===== src/rtl/rdma_status_pkg.sv =====
package rdma_status_pkg;
  localparam int unsigned STAT_W       = 8;
  localparam int unsigned BIT_DEV_RDY  = 4;
  localparam int unsigned BIT_RD_RDY   = 5;
  localparam int unsigned BIT_XFER_DON = 6;
  localparam int unsigned BUSY_N       = 4;

  typedef enum logic [1:0] {
    BUSY_RESET  = 2'd0,
    BUSY_PSAVE  = 2'd1,
    BUSY_CFGLD  = 2'd2,
    BUSY_MODESW = 2'd3
  } busy_src_e;
endpackage


===== src/rtl/rdma_byte_counter.sv =====
module rdma_byte_counter #(
  parameter int unsigned CNT_W  = 16,
  parameter int unsigned BYTE_W = 8,
  parameter int unsigned STEP   = 1,
  localparam int unsigned NLANE = CNT_W / BYTE_W
) (
  input  logic              clk_i,
  input  logic              rst_ni,
  input  logic [NLANE-1:0]  wr_be_i,
  input  logic [BYTE_W-1:0] wdata_i,
  input  logic              dec_i,
  output logic [CNT_W-1:0]  count_o,
  output logic              done_o
);
  localparam logic [CNT_W-1:0] STEP_V = CNT_W'(STEP);

  logic [CNT_W-1:0] cnt_q, cnt_d, loaded, dec_val;
  logic             done_q, done_d;
  logic             any_wr;

  for (genvar b = 0; b < NLANE; b++) begin : g_lane
    assign loaded[b*BYTE_W +: BYTE_W] = wr_be_i[b] ? wdata_i : cnt_q[b*BYTE_W +: BYTE_W];
  end

  assign any_wr  = |wr_be_i;
  // saturating subtract
  assign dec_val = (cnt_q > STEP_V) ? (cnt_q - STEP_V) : '0;

  always_comb begin
    cnt_d  = cnt_q;
    done_d = done_q;
    if (any_wr) begin
      cnt_d  = loaded;
      done_d = 1'b0;
    end else if (dec_i) begin
      cnt_d  = dec_val;
      done_d = (dec_val == '0) ? 1'b1 : done_q;
    end
  end

  always_ff @(posedge clk_i or negedge rst_ni) begin
    if (!rst_ni) begin
      cnt_q  <= '0;
      done_q <= 1'b1;
    end else begin
      cnt_q  <= cnt_d;
      done_q <= done_d;
    end
  end

  assign count_o = cnt_q;
  assign done_o  = done_q;
endmodule


===== src/rtl/rd_ready_tracker.sv =====
module rd_ready_tracker (
  input  logic clk_i,
  input  logic rst_ni,
  input  logic rd_cmd_i,
  input  logic fetch_done_i,
  output logic rd_rdy_o
);
  logic rdy_q;

  always_ff @(posedge clk_i or negedge rst_ni) begin
    if (!rst_ni)           rdy_q <= 1'b1;
    else if (rd_cmd_i)     rdy_q <= 1'b0;  // new command restarts prefetch
    else if (fetch_done_i) rdy_q <= 1'b1;
  end

  assign rd_rdy_o = rdy_q;
endmodule


===== src/rtl/dev_ready_gate.sv =====
module dev_ready_gate #(
  parameter int unsigned NSRC = 4
) (
  input  logic            clk_i,
  input  logic            rst_ni,
  input  logic [NSRC-1:0] busy_i,
  output logic            dev_rdy_o
);
  logic rdy_q;

  always_ff @(posedge clk_i or negedge rst_ni) begin
    if (!rst_ni) rdy_q <= 1'b0;
    else         rdy_q <= ~(|busy_i);
  end

  assign dev_rdy_o = rdy_q;
endmodule


===== src/rtl/rdma_ready_status.sv =====
module rdma_ready_status
  import rdma_status_pkg::*;
#(
  parameter int unsigned CNT_W  = 16,
  parameter int unsigned BYTE_W = 8,
  parameter int unsigned STEP   = 1,
  localparam int unsigned NLANE = CNT_W / BYTE_W
) (
  input  logic              clk_i,
  input  logic              rst_ni,
  input  logic [NLANE-1:0]  cnt_wr_i,
  input  logic [BYTE_W-1:0] wdata_i,
  input  logic              dp_access_i,
  input  logic              rd_cmd_i,
  input  logic              fetch_done_i,
  input  logic [BUSY_N-1:0] busy_i,
  output logic [STAT_W-1:0] status_o,
  output logic [CNT_W-1:0]  count_o
);
  logic xfer_done, rd_rdy, dev_rdy;

  rdma_byte_counter #(.CNT_W(CNT_W), .BYTE_W(BYTE_W), .STEP(STEP)) u_cnt (
    .clk_i   (clk_i),
    .rst_ni  (rst_ni),
    .wr_be_i (cnt_wr_i),
    .wdata_i (wdata_i),
    .dec_i   (dp_access_i),
    .count_o (count_o),
    .done_o  (xfer_done)
  );

  rd_ready_tracker u_rd (
    .clk_i        (clk_i),
    .rst_ni       (rst_ni),
    .rd_cmd_i     (rd_cmd_i),
    .fetch_done_i (fetch_done_i),
    .rd_rdy_o     (rd_rdy)
  );

  dev_ready_gate #(.NSRC(BUSY_N)) u_dev (
    .clk_i     (clk_i),
    .rst_ni    (rst_ni),
    .busy_i    (busy_i),
    .dev_rdy_o (dev_rdy)
  );

  always_comb begin
    status_o               = '0;
    status_o[BIT_DEV_RDY]  = dev_rdy;
    status_o[BIT_RD_RDY]   = rd_rdy;
    status_o[BIT_XFER_DON] = xfer_done;
  end
endmodule


===== config.mk =====
export PLATFORM = sky130hd
export DESIGN_NAME = rdma_ready_status
export DESIGN_NICKNAME = d
export VERILOG_FILES = /design/src/rtl/rdma_status_pkg.sv /design/src/rtl/rdma_byte_counter.sv /design/src/rtl/rd_ready_tracker.sv /design/src/rtl/dev_ready_gate.sv /design/src/rtl/rdma_ready_status.sv
export SDC_FILE = /design/constraint.sdc
export NUM_CORES = 1
export LEC_CHECK = 0
export BUFFER_PORTS_ARGS = -buffer_cell sky130_fd_sc_hd__buf_4
export CELL_PAD_IN_SITES_DETAIL_PLACEMENT = 0
export CELL_PAD_IN_SITES_GLOBAL_PLACEMENT = 2
export CORE_MARGIN = 3
export CORE_UTILIZATION = 30
export CTS_CLUSTER_DIAMETER = 30
export DETAILED_ROUTE_END_ITERATION = 6
export MAX_ROUTING_LAYER = met4
export PLACE_DENSITY = 0.79
export SYNTH_ARGS = -nofsm -noshare
export SYNTH_HDL_FRONTEND = slang
export SYNTH_HIERARCHICAL = 1
export SYNTH_SLANG_ARGS = --single-unit

===== constraint.sdc =====
create_clock -name clk_i -period 2.5 [get_ports clk_i]
set_input_delay 0.25 -clock clk_i [delete_from_list [all_inputs] [get_ports clk_i]]
set_output_delay 0.25 -clock clk_i [all_outputs]
set_load 0.05 [all_outputs]

==> flow_summary.ini, run 1 <==
[placement]
pre_cts_ws_ns = 0.3069
numPlacedInstances = 280
gp_congestion = 0.8929
port_buffers = 37
hpwl_um = 3859
placed_area_um2 = 1858

[cts]
clock_latency_ns = 0.26
root_buffer = clkbuf_8
clkSinkCount = 19
clockBufferDepth = 2
clk_pin_slew_ns = 0.08
post_cts_buffers = 0
cts_tree = done
cts_max_level = 1
cts_buffers = 3

[die]
rows = 25
die_x_um = 78.23
die_y_um = 78.23
start_util_pct = 32.08
coreArea_um2 = 4880
die_area_um2 = 6120
ios = 43

[outcome]
status = finished, final reports clean

[power_and_ir_drop]
p_seq_share_pct = 35.6
p_clk_share_pct = 19.7
p_comb_share_pct = 44.6
p_int_mw = 0.6322
leakage_nw = 0.8233
sw_frac_of_total_pct = 44.39
ir_worst_vdd_mv = 0.2520
p_per_area_nw_per_um2 = 593.8
power.switching_mw = 0.5046

[worst_setup_path]
crit_fanout = 9
path_delay_family = simple AND/OR/NAND/NOR gates
max_stage_delay_ns = 0.58
cp.required_ns = 2.65
worst_ep_arrival_time_ns = 2.36
crit_type = reg2reg
worstSetupEndpointType = flop
critPathBufInv = 1
worstSetupStartpointType = flop
crit_chain = inv_1 -> ha_1 -> or3b_2 -> o31a_1 -> a21oi_1 -> o21ai_1 -> mux2_2
cpMaxStageDelayCell = or3b_2

[global_routing]
track_usage_pct = 16.64
grt_max_degree = 20
grt_pass1_wl_um = 7907
grt_pass1_vias = 1570
antenna_found_initial = 0
grt.overflow.total = 0

[layout]
drive_above_1_share_pct = 29.36
fin_cells = 285
fin_nets = 240
diodes = 0
final_cell_area_um2 = 1914
areaGrowthSynthToFinish_pct = 22.30

[sta]
max_freq_mhz = 451.7
min_period_over_period_pct = 88.55
period_needed_ns = 2.214
setup_viol = 0
rsz0062_at_grt = false
relSlewSlack_pct = 62.62
finalHoldViolations = 0
fin_ws_ns = 0.2861
worst_pin_slew_ns = 0.5570
drv_slew = 0
final.setup.tns_ns = 0
skew_ns = 0.002719

[logic_synthesis]
seq_area_frac_synth_pct = 30.54
synth-edff-count = 0
yosys-top-cells-area = dfrtp_1 27%, o21ai_1 4.5%, buf_4 3.8%
synth-seq-cells = 19
synthCells = 183
ys.flop_type = dfrtp_1
ys_top_cells_by_count = 17 x dfrtp_1, 14 x o21ai_1, 13 x nor2_1
synth_warnings = 6
async_flop_share_pct = 100.0
yosysTopAreaCell = dfrtp_1
syn_area_um2 = 1565
synth.avg_cell_area_um2 = 8.553
synth_top_area_share_pct = 27.18
synth_most_common_cell = dfrtp_1
yosysUniqueCellTypes = 54

[drt]
drt_wl_total_um = 4892
wl_per_cell_um = 17.16
drc = 0
drt_iter0_drc = 164
vias = 1600
drt_first_pass_iters = 5
detail_route.vias_per_cell = 5.614
antenna_left = 0

[flow_run]
cap_violations = 0

[hold_path]
hold_class = in2reg
## what timing repair did
item	in CTS	in global routing
gates resized for setup	0	0
hold buffers	1	0
hold endpoints to repair	17	0
## state kept, by name, indices dropped and copies added (netlist names)
| signal | cells |
|---|---|
| u_rd/rd_rdy_o | 1 |
| u_cnt/done_o | 1 |
| u_dev/dev_rdy_o | 1 |
| u_cnt/count_o | 16 |
## cell usage in the layout, fill, tap and decap left out, types with 3 or more instances in the layout
cell type / instances
o2bb2ai_1: 6
a22o_1: 3
nor4b_1: 3
nand3_1: 3
nor3_1: 10
a21oi_1: 5
inv_1: 10
buf_4: 47
o21ai_1: 14
nor2_1: 13
clkbuf_8: 3
conb_1: 5
a32oi_1: 4
dfrtp_1: 17
a21boi_0: 3
and3_1: 3
nand2_1: 10
nand4_1: 4
o21ai_0: 4
nor4_1: 6
## routing by layer
| metal | GRT usage [%] | vias to the layer above | part of all wire [%] |
|---|---|---|---|
| met1 | 21.99 | 755 | 44 |
| met5 | - | - | 0 |
| met3 | 3.784 | 10 | 8.3 |
| met4 | 4.895 | 0 | 1.4 |
| met2 | 25.51 | 74 | 46 |
| li1 | - | 761 | - |
## per-stage QoR
stage | utilization [%] | power (mW) | hold slack, ns
floorplan | - | 0.7619 | -0.04559
global placement | 38.08 | 0.9117 | 0.1463
detailed placement | 38.08 | 0.9129 | 0.1487
CTS | 39.23 | 1.147 | 0.1257
global route | 39.23 | 1.203 | 0.1243
finish | 39.23 | 1.137 | 0.1343
## power groups by stage
stage	clock (mW)	combinational [mW]	sequential, mW
after CTS	0.237	0.506	0.404
after floorplan	0	0.258	0.504
after global placement	0	0.503	0.409
final	0.224	0.507	0.405
after detailed placement	0	0.503	0.410
after global routing	0.248	0.543	0.413
## worst paths after layout
path / startpoint / endpoint / slack, ns / cells after the start
max in group asynchronous: rst_ni / u_cnt/done_o / 1.83 / 2
min: busy_i[2] / u_dev/dev_rdy_o / 0.13 / 2
min in group asynchronous: rst_ni / u_cnt/count_o[6] / 0.41 / 2
max: u_cnt/count_o[0] / u_cnt/count_o[12] / 0.29 / 7
min reg2reg: u_rd/rd_rdy_o / u_rd/rd_rdy_o / 0.53 / 1
max reg2reg: u_cnt/count_o[0] / u_cnt/count_o[12] / 0.29 / 7
## final cells by class
cell class,instances,area [µm²]
inverters,10,37.54
multi-input cells,137,905.9
fillers,512,2965
well taps,67,83.83
repair buffers,48,362.8
clock buffers,3,41.29
clock inverters,1,5.005
flip-flops and latches,19,478.0
## cell families (layout without fill, tap and decap cells)
group | Yosys count | count (layout) | share of synthesized area [%]
AOI/OAI and AO/OA | 62 | 62 | 29.10
xor gates and xnor gates | 2 | 2 | 1.119
adders and majority gates | 2 | 2 | 1.598
buffers and inverters | 31 | 62 | 12.55
DFF | 19 | 19 | 30.54
muxes | 2 | 2 | 1.359
other | 1 | 5 | 0.2396
and+or+nand+nor | 64 | 64 | 23.50
Power figures use the tool's default switching activity.
==> inputs of run 2 (changes only) <==
- clock period: 2.5 -> 2.41 ns (I/O delays scaled with it)
==> flow_summary.ini, run 2 (synthesized netlist as in run 1, its figures left out) <==
[outcome]
status = finished, final reports clean

[drt]
drt_iter0_drc = 160
drt_first_pass_iters = 4
wl_per_cell_um = 18.01
antenna_left = 0
vias = 1615
drc = 0
drt_wl_total_um = 5186
detail_route.vias_per_cell = 5.608

[placement]
placed_area_um2 = 1883
hpwl_um = 3959
gp_congestion = 0.9154
port_buffers = 37
pre_cts_ws_ns = 0.2501

[power_and_ir_drop]
p_seq_share_pct = 34.9
sw_frac_of_total_pct = 44.60
ir_worst_vdd_mv = 0.2726
power.switching_mw = 0.5348
p_comb_share_pct = 45.2
p_per_area_nw_per_um2 = 618.3
leakage_nw = 0.8356
p_clk_share_pct = 19.9
p_int_mw = 0.6643

[cts]
clockBufferDepth = 2
cts_max_level = 1
cts-resized-gates = 0
clkSinkCount = 19
cts_buffers = 3
root_buffer = clkbuf_8
clock_latency_ns = 0.27
cts-hold-fix-buffers = 1
cts_tree = done
clk_pin_slew_ns = 0.09
post_cts_buffers = 0

[worst_setup_path]
r2r_cells = 7
r2r_setup_slack_ns = 0.21
max_stage_delay_ns = 0.53
path_delay_family = compound AO/OA/AOI/OAI gates
worstSetupEndpointType = flop
endpoint = u_cnt/done_o
crit_chain = inv_1 -> ha_1 -> or3b_2 -> o31a_1 -> a211oi_2 -> nand4_1 -> o21ai_1
cp.required_ns = 2.61
cpMaxStageDelayCell = or3b_2
crit_fanout = 12
critPathBufInv = 1
worst_ep_arrival_time_ns = 2.41
r2r_start = u_cnt/count_o[0]
r2r-end = u_cnt/done_o
crit_type = reg2reg
path_depth = 7
startpoint = u_cnt/count_o[0]
worstSetupStartpointType = flop

[sta]
finalHoldViolations = 0
skew_ns = 0.009245
rsz0062_at_grt = false
fin_ws_ns = 0.2082
final.setup.tns_ns = 0
setup_viol = 0
drv_slew = 0
relSlewSlack_pct = 56.82
min_period_over_period_pct = 91.36
period_needed_ns = 2.202
worst_pin_slew_ns = 0.6434
max_freq_mhz = 454.2

[global_routing]
grt_pass1_wl_um = 8418
track_usage_pct = 17.67
grt.overflow.total = 0
grt_pass1_vias = 1621
antenna_found_initial = 0
grt_max_degree = 20

[die]
die_x_um = 78.23
ios = 43
die_area_um2 = 6120
die_y_um = 78.23
start_util_pct = 32.08
coreArea_um2 = 4880
rows = 25

[flow_run]
cap_violations = 0

[layout]
fill_cells = 521
areaGrowthSynthToFinish_pct = 23.90
final_cell_mix = 50 x buf_4, 15 x dfrtp_1, 14 x o21ai_1
largest_reg_flops = 16
diodes = 0
final_common_cell = buf_4
drive_above_1_share_pct = 31.22
fin_nets = 243
final_cell_area_um2 = 1939

[hold_path]
hold_class = in2reg
## run 2: power by group through the flow
stage	clock network (mW)	logic, mW	registers (mW)
detailed placement	0	0.535	0.423
floorplan	0	0.267	0.524
global placement	0	0.535	0.422
finish	0.238	0.542	0.419
CTS	0.247	0.538	0.418
global route	0.260	0.580	0.426
## run 2: per-stage QoR
stage | hold WS (ns) | power (mW) | std cells | utilization [%]
final | 0.1105 | 1.199 | 288 | 39.74
after global placement | 0.1382 | 0.9575 | 283 | 38.59
after floorplan | -0.05459 | 0.7913 | 187 | -
after CTS | 0.1083 | 1.203 | 288 | 39.74
after global routing | 0.1045 | 1.266 | 288 | 39.74
after detailed placement | 0.1432 | 0.9584 | 283 | 38.59
## run 2: worst min-delay path by stage
| stage | start | end | slack, ns | cells after the start |
|---|---|---|---|---|
| global route | busy_i[2] | u_dev/dev_rdy_o | 0.10 | 2 |
| finish | busy_i[2] | u_dev/dev_rdy_o | 0.11 | 2 |
| global placement | rst_ni | u_cnt/count_o[9] | 0.14 | 1 |
| CTS | busy_i[2] | u_dev/dev_rdy_o | 0.11 | 2 |
| detailed placement | rst_ni | u_cnt/count_o[5] | 0.14 | 1 |
| floorplan | rst_ni | u_cnt/count_o[0] | -0.05 | 0 |
## run 2: area by class of cell
class                   count  area (µm²)  share of cell area [%]
clock buffers               3       41.29                   2.129
clock inverters             1       5.005                  0.2581
inverters                  10       37.54                   1.935
multi-input cells         137       905.9                   46.71
flip-flops and latches     19       480.5                   24.77
well taps                  67       83.83                   4.323
repair buffers             51       385.4                   19.87
## run 2: metal layers
metal  track usage, %  up-vias  wire length (µm)
li1                 -      757                 -
met1            22.65      778              2293
met2            28.42       70              2419
met3            3.670       10               359
met4            4.720        0               114
met5                -        -                 0
